### config.mk
export PLATFORM = sky130hd
export DESIGN_NAME = kpe_keypad_encoder
export DESIGN_NICKNAME = d
export VERILOG_FILES = /design/src/rtl/kpe_pkg.sv /design/src/rtl/kpe_prio_cell.sv /design/src/rtl/kpe_cascade.sv /design/src/rtl/kpe_keypad_encoder.sv
export SDC_FILE = /design/constraint.sdc
export NUM_CORES = 1
export LEC_CHECK = 0
export ABC_AREA = 1
export CORE_AREA = 2 2 39 41
export DETAILED_ROUTE_END_ITERATION = 8
export DIE_AREA = 0 0 41 43
export PLACE_DENSITY = 0.4
export REMOVE_ABC_BUFFERS = 1
export SLEW_MARGIN = 20
export SYNTH_ARGS = -nofsm -noshare
export SYNTH_HDL_FRONTEND = slang
export SYNTH_SLANG_ARGS = --single-unit
### constraint.sdc
create_clock -name vclk -period 1.3
set_clock_uncertainty 0.05 [all_clocks]
set_input_delay 0.26 -clock vclk [all_inputs]
set_output_delay 0.26 -clock vclk [all_outputs]
set_load 0.02 [all_outputs]
### src/rtl/kpe_pkg.sv
package kpe_pkg;

    // Lanes handled by one priority cell and the width of its local code.
    localparam int KPE_LANES  = 4;
    localparam int KPE_LANE_W = 2;

    // Operation codes; the value equals the bit position of the key line.
    typedef enum logic [KPE_LANE_W-1:0] {
        OP_ADD = 2'd0,
        OP_SUB = 2'd1,
        OP_MUL = 2'd2,
        OP_RET = 2'd3
    } kpe_op_e;

    // Result leaving one priority cell.
    typedef struct packed {
        logic [KPE_LANE_W-1:0] code;   // index of highest held lane
        logic                  gs;     // some lane held while enabled
        logic                  eo;     // enable passed to lower cell
    } kpe_cell_t;

    // Number of cells needed to cover a given number of keys.
    function automatic int kpe_cells(input int keys);
        return (keys + KPE_LANES - 1) / KPE_LANES;
    endfunction

endpackage

### src/rtl/kpe_prio_cell.sv
module kpe_prio_cell
    import kpe_pkg::*;
(
    input  logic                 en_i,
    input  logic [KPE_LANES-1:0] lines_n_i,
    output kpe_cell_t            res_o
);

    logic [KPE_LANES-1:0] held;

    assign held = ~lines_n_i;

    always_comb begin
        res_o.code = '0;
        // Ascending scan: the last match, the highest lane, wins.
        for (int k = 0; k < KPE_LANES; k++) begin
            if (en_i && held[k]) begin
                res_o.code = KPE_LANE_W'(k);
            end
        end
        res_o.gs = en_i & (|held);
        res_o.eo = en_i & ~(|held);
    end

    // a disabled cell stays quiet and passes no enable.
    always_comb begin
        if (!en_i) begin
            a_r8_disabled_quiet: assert (res_o.code == '0 && !res_o.gs && !res_o.eo)
                else $error("disabled cell not quiet");
        end
    end

endmodule

### src/rtl/kpe_cascade.sv
module kpe_cascade
    import kpe_pkg::*;
#(
    parameter int NUM_KEYS = 10,
    localparam int CODE_W  = $clog2(NUM_KEYS),
    localparam int NCELLS  = kpe_cells(NUM_KEYS),
    localparam int SPAN    = NCELLS * KPE_LANES,
    localparam int PAD     = SPAN - NUM_KEYS,
    localparam int SEL_W   = CODE_W - KPE_LANE_W
)(
    input  logic [NUM_KEYS-1:0] keys_n_i,
    output logic [CODE_W-1:0]   code_o,
    output logic                any_o
);

    logic [SPAN-1:0]   lines_n;
    logic [NCELLS:0]   en_chain;
    logic [NCELLS-1:0] gs_vec;
    kpe_cell_t         cell_res [NCELLS];

    // Unused lanes of the top cell read as released keys.
    generate
        if (PAD > 0) begin : g_pad
            assign lines_n = {{PAD{1'b1}}, keys_n_i};
        end else begin : g_nopad
            assign lines_n = keys_n_i;
        end
    endgenerate

    // The top cell is always enabled; each cell feeds the one below.
    assign en_chain[NCELLS] = 1'b1;

    generate
        for (genvar c = 0; c < NCELLS; c++) begin : g_cell
            kpe_prio_cell u_cell (
                .en_i      (en_chain[c+1]),
                .lines_n_i (lines_n[c*KPE_LANES +: KPE_LANES]),
                .res_o     (cell_res[c])
            );
            assign en_chain[c] = cell_res[c].eo;
            assign gs_vec[c]   = cell_res[c].gs;
        end
    endgenerate

    logic [KPE_LANE_W-1:0] low_bits;
    logic [SEL_W-1:0]      sel_bits;

    // Disabled cells drive zero, so ORing merges the single active result.
    always_comb begin
        low_bits = '0;
        sel_bits = '0;
        for (int c = 0; c < NCELLS; c++) begin
            low_bits = low_bits | cell_res[c].code;
            if (gs_vec[c]) begin
                sel_bits = sel_bits | SEL_W'(c);
            end
        end
    end

    assign code_o = {sel_bits, low_bits};
    assign any_o  = ~en_chain[0];

    // the enable chain lets at most one cell claim a key.
    always_comb begin
        a_r8_single_group: assert ($onehot0(gs_vec))
            else $error("more than one cell active");
    end

    // the enable leaving the chain agrees with the group selects.
    always_comb begin
        a_r3_chain_agrees: assert (any_o == (|gs_vec))
            else $error("chain end disagrees with group selects");
    end

endmodule

### src/rtl/kpe_keypad_encoder.sv
module kpe_keypad_encoder
    import kpe_pkg::*;
#(
    parameter int NUM_KEYS = 10,
    localparam int CODE_W  = $clog2(NUM_KEYS)
)(
    input  logic [NUM_KEYS-1:0]   digit_keys_n,
    input  logic [KPE_LANES-1:0]  op_keys_n,
    output logic [CODE_W-1:0]     digit_code_o,
    output logic                  digit_valid_o,
    output logic [KPE_LANE_W-1:0] op_code_o,
    output logic                  op_valid_o
);

    kpe_cascade #(
        .NUM_KEYS (NUM_KEYS)
    ) u_digits (
        .keys_n_i (digit_keys_n),
        .code_o   (digit_code_o),
        .any_o    (digit_valid_o)
    );

    kpe_cell_t op_res;
    kpe_op_e   op_sel;

    kpe_prio_cell u_ops (
        .en_i      (1'b1),
        .lines_n_i (op_keys_n),
        .res_o     (op_res)
    );

    assign op_sel     = kpe_op_e'(op_res.code);
    assign op_code_o  = op_sel;
    assign op_valid_o = op_res.gs;

    // an idle digit pad shows code zero.
    always_comb begin
        if (!digit_valid_o) begin
            a_r4_idle_zero: assert (digit_code_o == '0)
                else $error("idle digit code not zero");
        end
    end

    // a valid digit code always names an existing key that is held.
    always_comb begin
        if (digit_valid_o) begin
            a_r1_code_in_range: assert (32'(digit_code_o) < NUM_KEYS)
                else $error("digit code out of range");
        end
    end

    // the operation cell's pass-on enable is high only when idle.
    always_comb begin
        a_r6_op_idle: assert (op_res.eo == (&op_keys_n))
            else $error("operation idle flag wrong");
    end

endmodule

Yosys cells after proc, flatten, opt, wreduce, memory -nomap -nowiden
Cells that the tools add are included.
- muxes and demuxes: 14
- add/sub/neg operators: 0
- magnitude comparators: 0
- divide/modulo/power cells: 0
- shifts and indexed selects: 0
- bitwise gates (word level): 13
- multipliers: 0
- equal/unequal tests: 0
- reductions and logical operators: 10
- operators with widths (kind ; number):
    $mux W2 ; 9
    $not A4 Y4 ; 4
    $reduce_or A4 Y1 ; 4
    $logic_and A1 B1 Y1 ; 6
    $mux W1 ; 5
    $not A1 Y1 ; 4
    $or A2 B2 Y2 ; 2
    $and A1 B1 Y1 ; 3
- latch bits: 0
- memories kept: 0
- memory bits (read-only): 0
- input bits: 14
- memory bits (writable): 0
- register bits: 0

Longest topological paths before layout
- depth after elaboration: 10
- depth in mapped cells: 5

Hierarchy
From an unflattened synthesis, not the netlist that was laid out.
- cells, all modules: 49
- area total of the unflattened synthesis: 219.0 µm²
- modules (own cells, without submodules) (module ; area each (µm²) ; sequential area each (µm²) ; cells each ; times used):
    kpe_prio_cell ; 46.3 ; 0.0 ; 10 ; 4
    kpe_cascade ; 30.0 ; 0.0 ; 8 ; 1
    kpe_keypad_encoder ; 3.8 ; 0.0 ; 1 ; 1

Worst setup path after synthesis
No wires, ideal clock.
- path type: input-to-output
- start point: input op_keys_n[2]
- end point: output op_code_o[0]
- data required time: 0.990 ns
- cell stages on the path: 2
- slack: 0.235 ns
- path buffers: 0
- data arrival time: 0.755 ns
- path through: inv_1 -> o21ai_0
- cells in the longest elaborated chain, start to end: 3
- ends and longest elaborated chain (what ; RTL line ; RTL):
    start: declaration ; kpe_keypad_encoder.sv:8 ; input logic [KPE_LANES-1:0] op_keys_n,
    $not A4 Y4 ; kpe_prio_cell.sv:11 ; assign held = ~lines_n_i;
    $mux W2 (2 in a row) ; kpe_prio_cell.sv:17 ; if (en_i && held[k]) begin
    end: declaration ; kpe_keypad_encoder.sv:11 ; output logic [KPE_LANE_W-1:0] op_code_o,
No other way between the ends.

Final worst setup path
- start point: input digit_keys_n[0]
- end point: output digit_valid_o
- cells in the longest elaborated chain, start to end: 5
- ends and longest elaborated chain (what ; RTL line ; RTL):
    start: declaration ; kpe_keypad_encoder.sv:7 ; input logic [NUM_KEYS-1:0] digit_keys_n,
    $not A4 Y4 ; kpe_prio_cell.sv:11 ;
    $reduce_or A4 Y1 ; kpe_prio_cell.sv:22 ; res_o.eo = en_i & ~(|held);
    $not A1 Y1 ; kpe_prio_cell.sv:22 ;
    $and A1 B1 Y1 ; kpe_prio_cell.sv:22 ;
    $not A1 Y1 ; kpe_cascade.sv:61 ; assign any_o = ~en_chain[0];
    end: declaration ; kpe_keypad_encoder.sv:10 ; output logic digit_valid_o,
No other way between the ends.

==> flow_summary.yaml <==
detailed_routing:
  num_vias: 237
  ant_nets: 0
  vias_per_cell: 3.54
  drc_errors: 0
  dr.pass1.iters: 2
  wl_um: 495
  drt_iter0_markers: 1
  wl_per_cell_um: 7.39
sta:
  fin_crit_sh_pct: 96.9
  drv_slew: 0
  finalCriticalPeriod_ps: 1260
  rsz0062_at_grt: "no"
  hold_viol: 0
  setup_viol: 0
  fmaxAchievable_mhz: 794
  slew_headroom_pct: 91.0
  worst_pin_slew_ps: 134
yosys:
  synthCells: 27
  synth.distinct_cells: 9
  ys_seq_area_share_pct: 0
  synth_area_um2: 129
  ys.warnings.count: 0
  avgSynthCellArea_um2: 4.77
cells_and_area:
  finalNonFillerCells: 67
  final_cell_area_um2: 369
  seq_cells: 0
  final_layout_size_suffix_gt1_share_pct: 39.2
  insertedDiodeCount: 0
  nNetsFinal: 67
  areaGrowthSynthToFinish_pct: 186
  multi_input_area_um2: 115
  nClkBuffers: 0
  fill_cells: 161
  ff_latch_area_um2: 0
floorplan:
  die_y_um: 43
  io_pins: 22
  start_util_pct: 9.31
  core_area_um2: 1380
  rows: 14
  fp.dieArea_um2: 1760
  die_w_um: 41
power_and_ir_drop:
  p_sw_mw: 0.0478
  finalPower_mw: 0.103
  peakVddDrop_mv: 0.0671
  p_clk_share_pct: 0
  leakagePower_nw: 0.193
  pwr-share-seq_pct: 0
  combPwrFrac_pct: 100.0
  cellPowerDensity_nw_per_um2: 280
  p_sw_share_pct: 46.2
  intPower_mw: 0.0557
global_routing:
  grt_pass1_vias: 224
  grtUsageTotal_pct: 6.39
  antenna_found_initial: 0
  grt_max_degree: 6
  grt-ovfl-total: 0
  grt_pass1_wl_um: 855
worst_setup_path:
  path_max_fanout: 1
  critPathRequiredTime_ps: 990
  worstSetupStartpointType: "input port"
  critical_path_class: "in2out"
  crit_arrival_ps: 950
  end_kind: "output pin"
placement:
  dpl-instance-area_um2: 392
  dp_hpwl_um: 464
  gp_congestion: 0.543
  portBuffers: 22
  dpl.cell_count: 68
clock_network:
  holdBufCountCts: 0
worst_hold_path:
  hold_end: "op_code_o[0]"
  hold_path.class: "in2out"
  min_from: "op_keys_n[1]"
  holdPathStages: 3
outcome:
  status: "completed"
job:
  max-cap-violations: 0
[worst max path at each step]
| stage | depth (start not counted) | slack [ps] | startpoint | to |
|---|---|---|---|---|
| after floorplan | 2 | 230 | op_keys_n[2] | op_code_o[0] |
| after global placement | 6 | -760 | digit_keys_n[7] | digit_code_o[0] |
| after detailed placement | 6 | -760 | digit_keys_n[7] | digit_code_o[0] |
| after CTS | 3 | 4 | op_keys_n[1] | op_valid_o |
| after global routing | 3 | 9 | digit_keys_n[0] | digit_valid_o |
| final | 3 | 40 | digit_keys_n[0] | digit_valid_o |
[cells by family after synthesis]
group,share of synthesized area (%)
simple gates,70.9
compound gates,14.6
buf+inv,14.6
[Yosys cell counts]
cell | n | area, µm²
a21o_2 | 1 | 8.76
inv_1 | 5 | 18.8
nand2_1 | 8 | 30.0
nand2_2 | 2 | 12.5
nand3_1 | 2 | 10.0
nand4_1 | 2 | 12.5
nor2_1 | 4 | 15.0
nor2_4 | 1 | 11.3
o21ai_0 | 2 | 10.0
[worst max-delay path, stage by stage]
cell	delay, ps
clkdlybuf4s50_1	460
nand4_1	70
buf_4	160
[power by group through the flow]
stage,Sequential [mW],Clock (mW),Combinational [mW]
4_1_cts,0,0,0.105
3_3_place_gp,0,0,0.118
6_report,0,0,0.103
3_5_place_dp,0,0,0.117
2_1_floorplan,0,0,0.0382
5_1_grt,0,0,0.113
[what timing repair did]
item	4_1_cts	5_1_grt
endpoints found under the setup margin	8	7
pin swaps	6	5
resized for setup	60	6
setup buffers	0	0
[through the flow]
step | TNS (ps) | util, % | hold slack (ps) | setup slack (ps)
after floorplan | 0 | - | 567 | 235
after global placement | -4880 | 28.3 | 1540 | -761
after detailed placement | -4880 | 28.3 | 1530 | -757
after CTS | 0 | 26.8 | 887 | 4.34
after global routing | 0 | 26.7 | 825 | 9.01
final | 0 | 26.7 | 780 | 40.6
[layer usage]
layer	GRT usage (%)	vias to the layer above	routed length, µm
met5	0	-	0
met4	0	0	0
met3	0	0	26
met2	12.2	6	285
met1	7.91	97	183
li1	-	134	-
[layout make-up]
type | count | share of cell area (%)
Multi-Input combinational cell | 22 | 31.2
Tap cell | 16 | 5.42
Timing Repair Buffer | 24 | 58.3
Inverter | 5 | 5.08
[layout by cell type (no fill, tap or decap), drive strengths merged]
| cell type | count |
|---|---|
| inv | 5 |
| dlygate4sd2 | 5 |
| nand2 | 10 |
| clkdlybuf4s50 | 2 |
| dlymetal6s2s | 1 |
| nand3 | 2 |
| clkdlybuf4s15 | 6 |
| o21ai | 2 |
| nor2 | 5 |
| nand4 | 2 |
| a21o | 1 |
| buf | 10 |
Power figures use the tool's default switching activity.
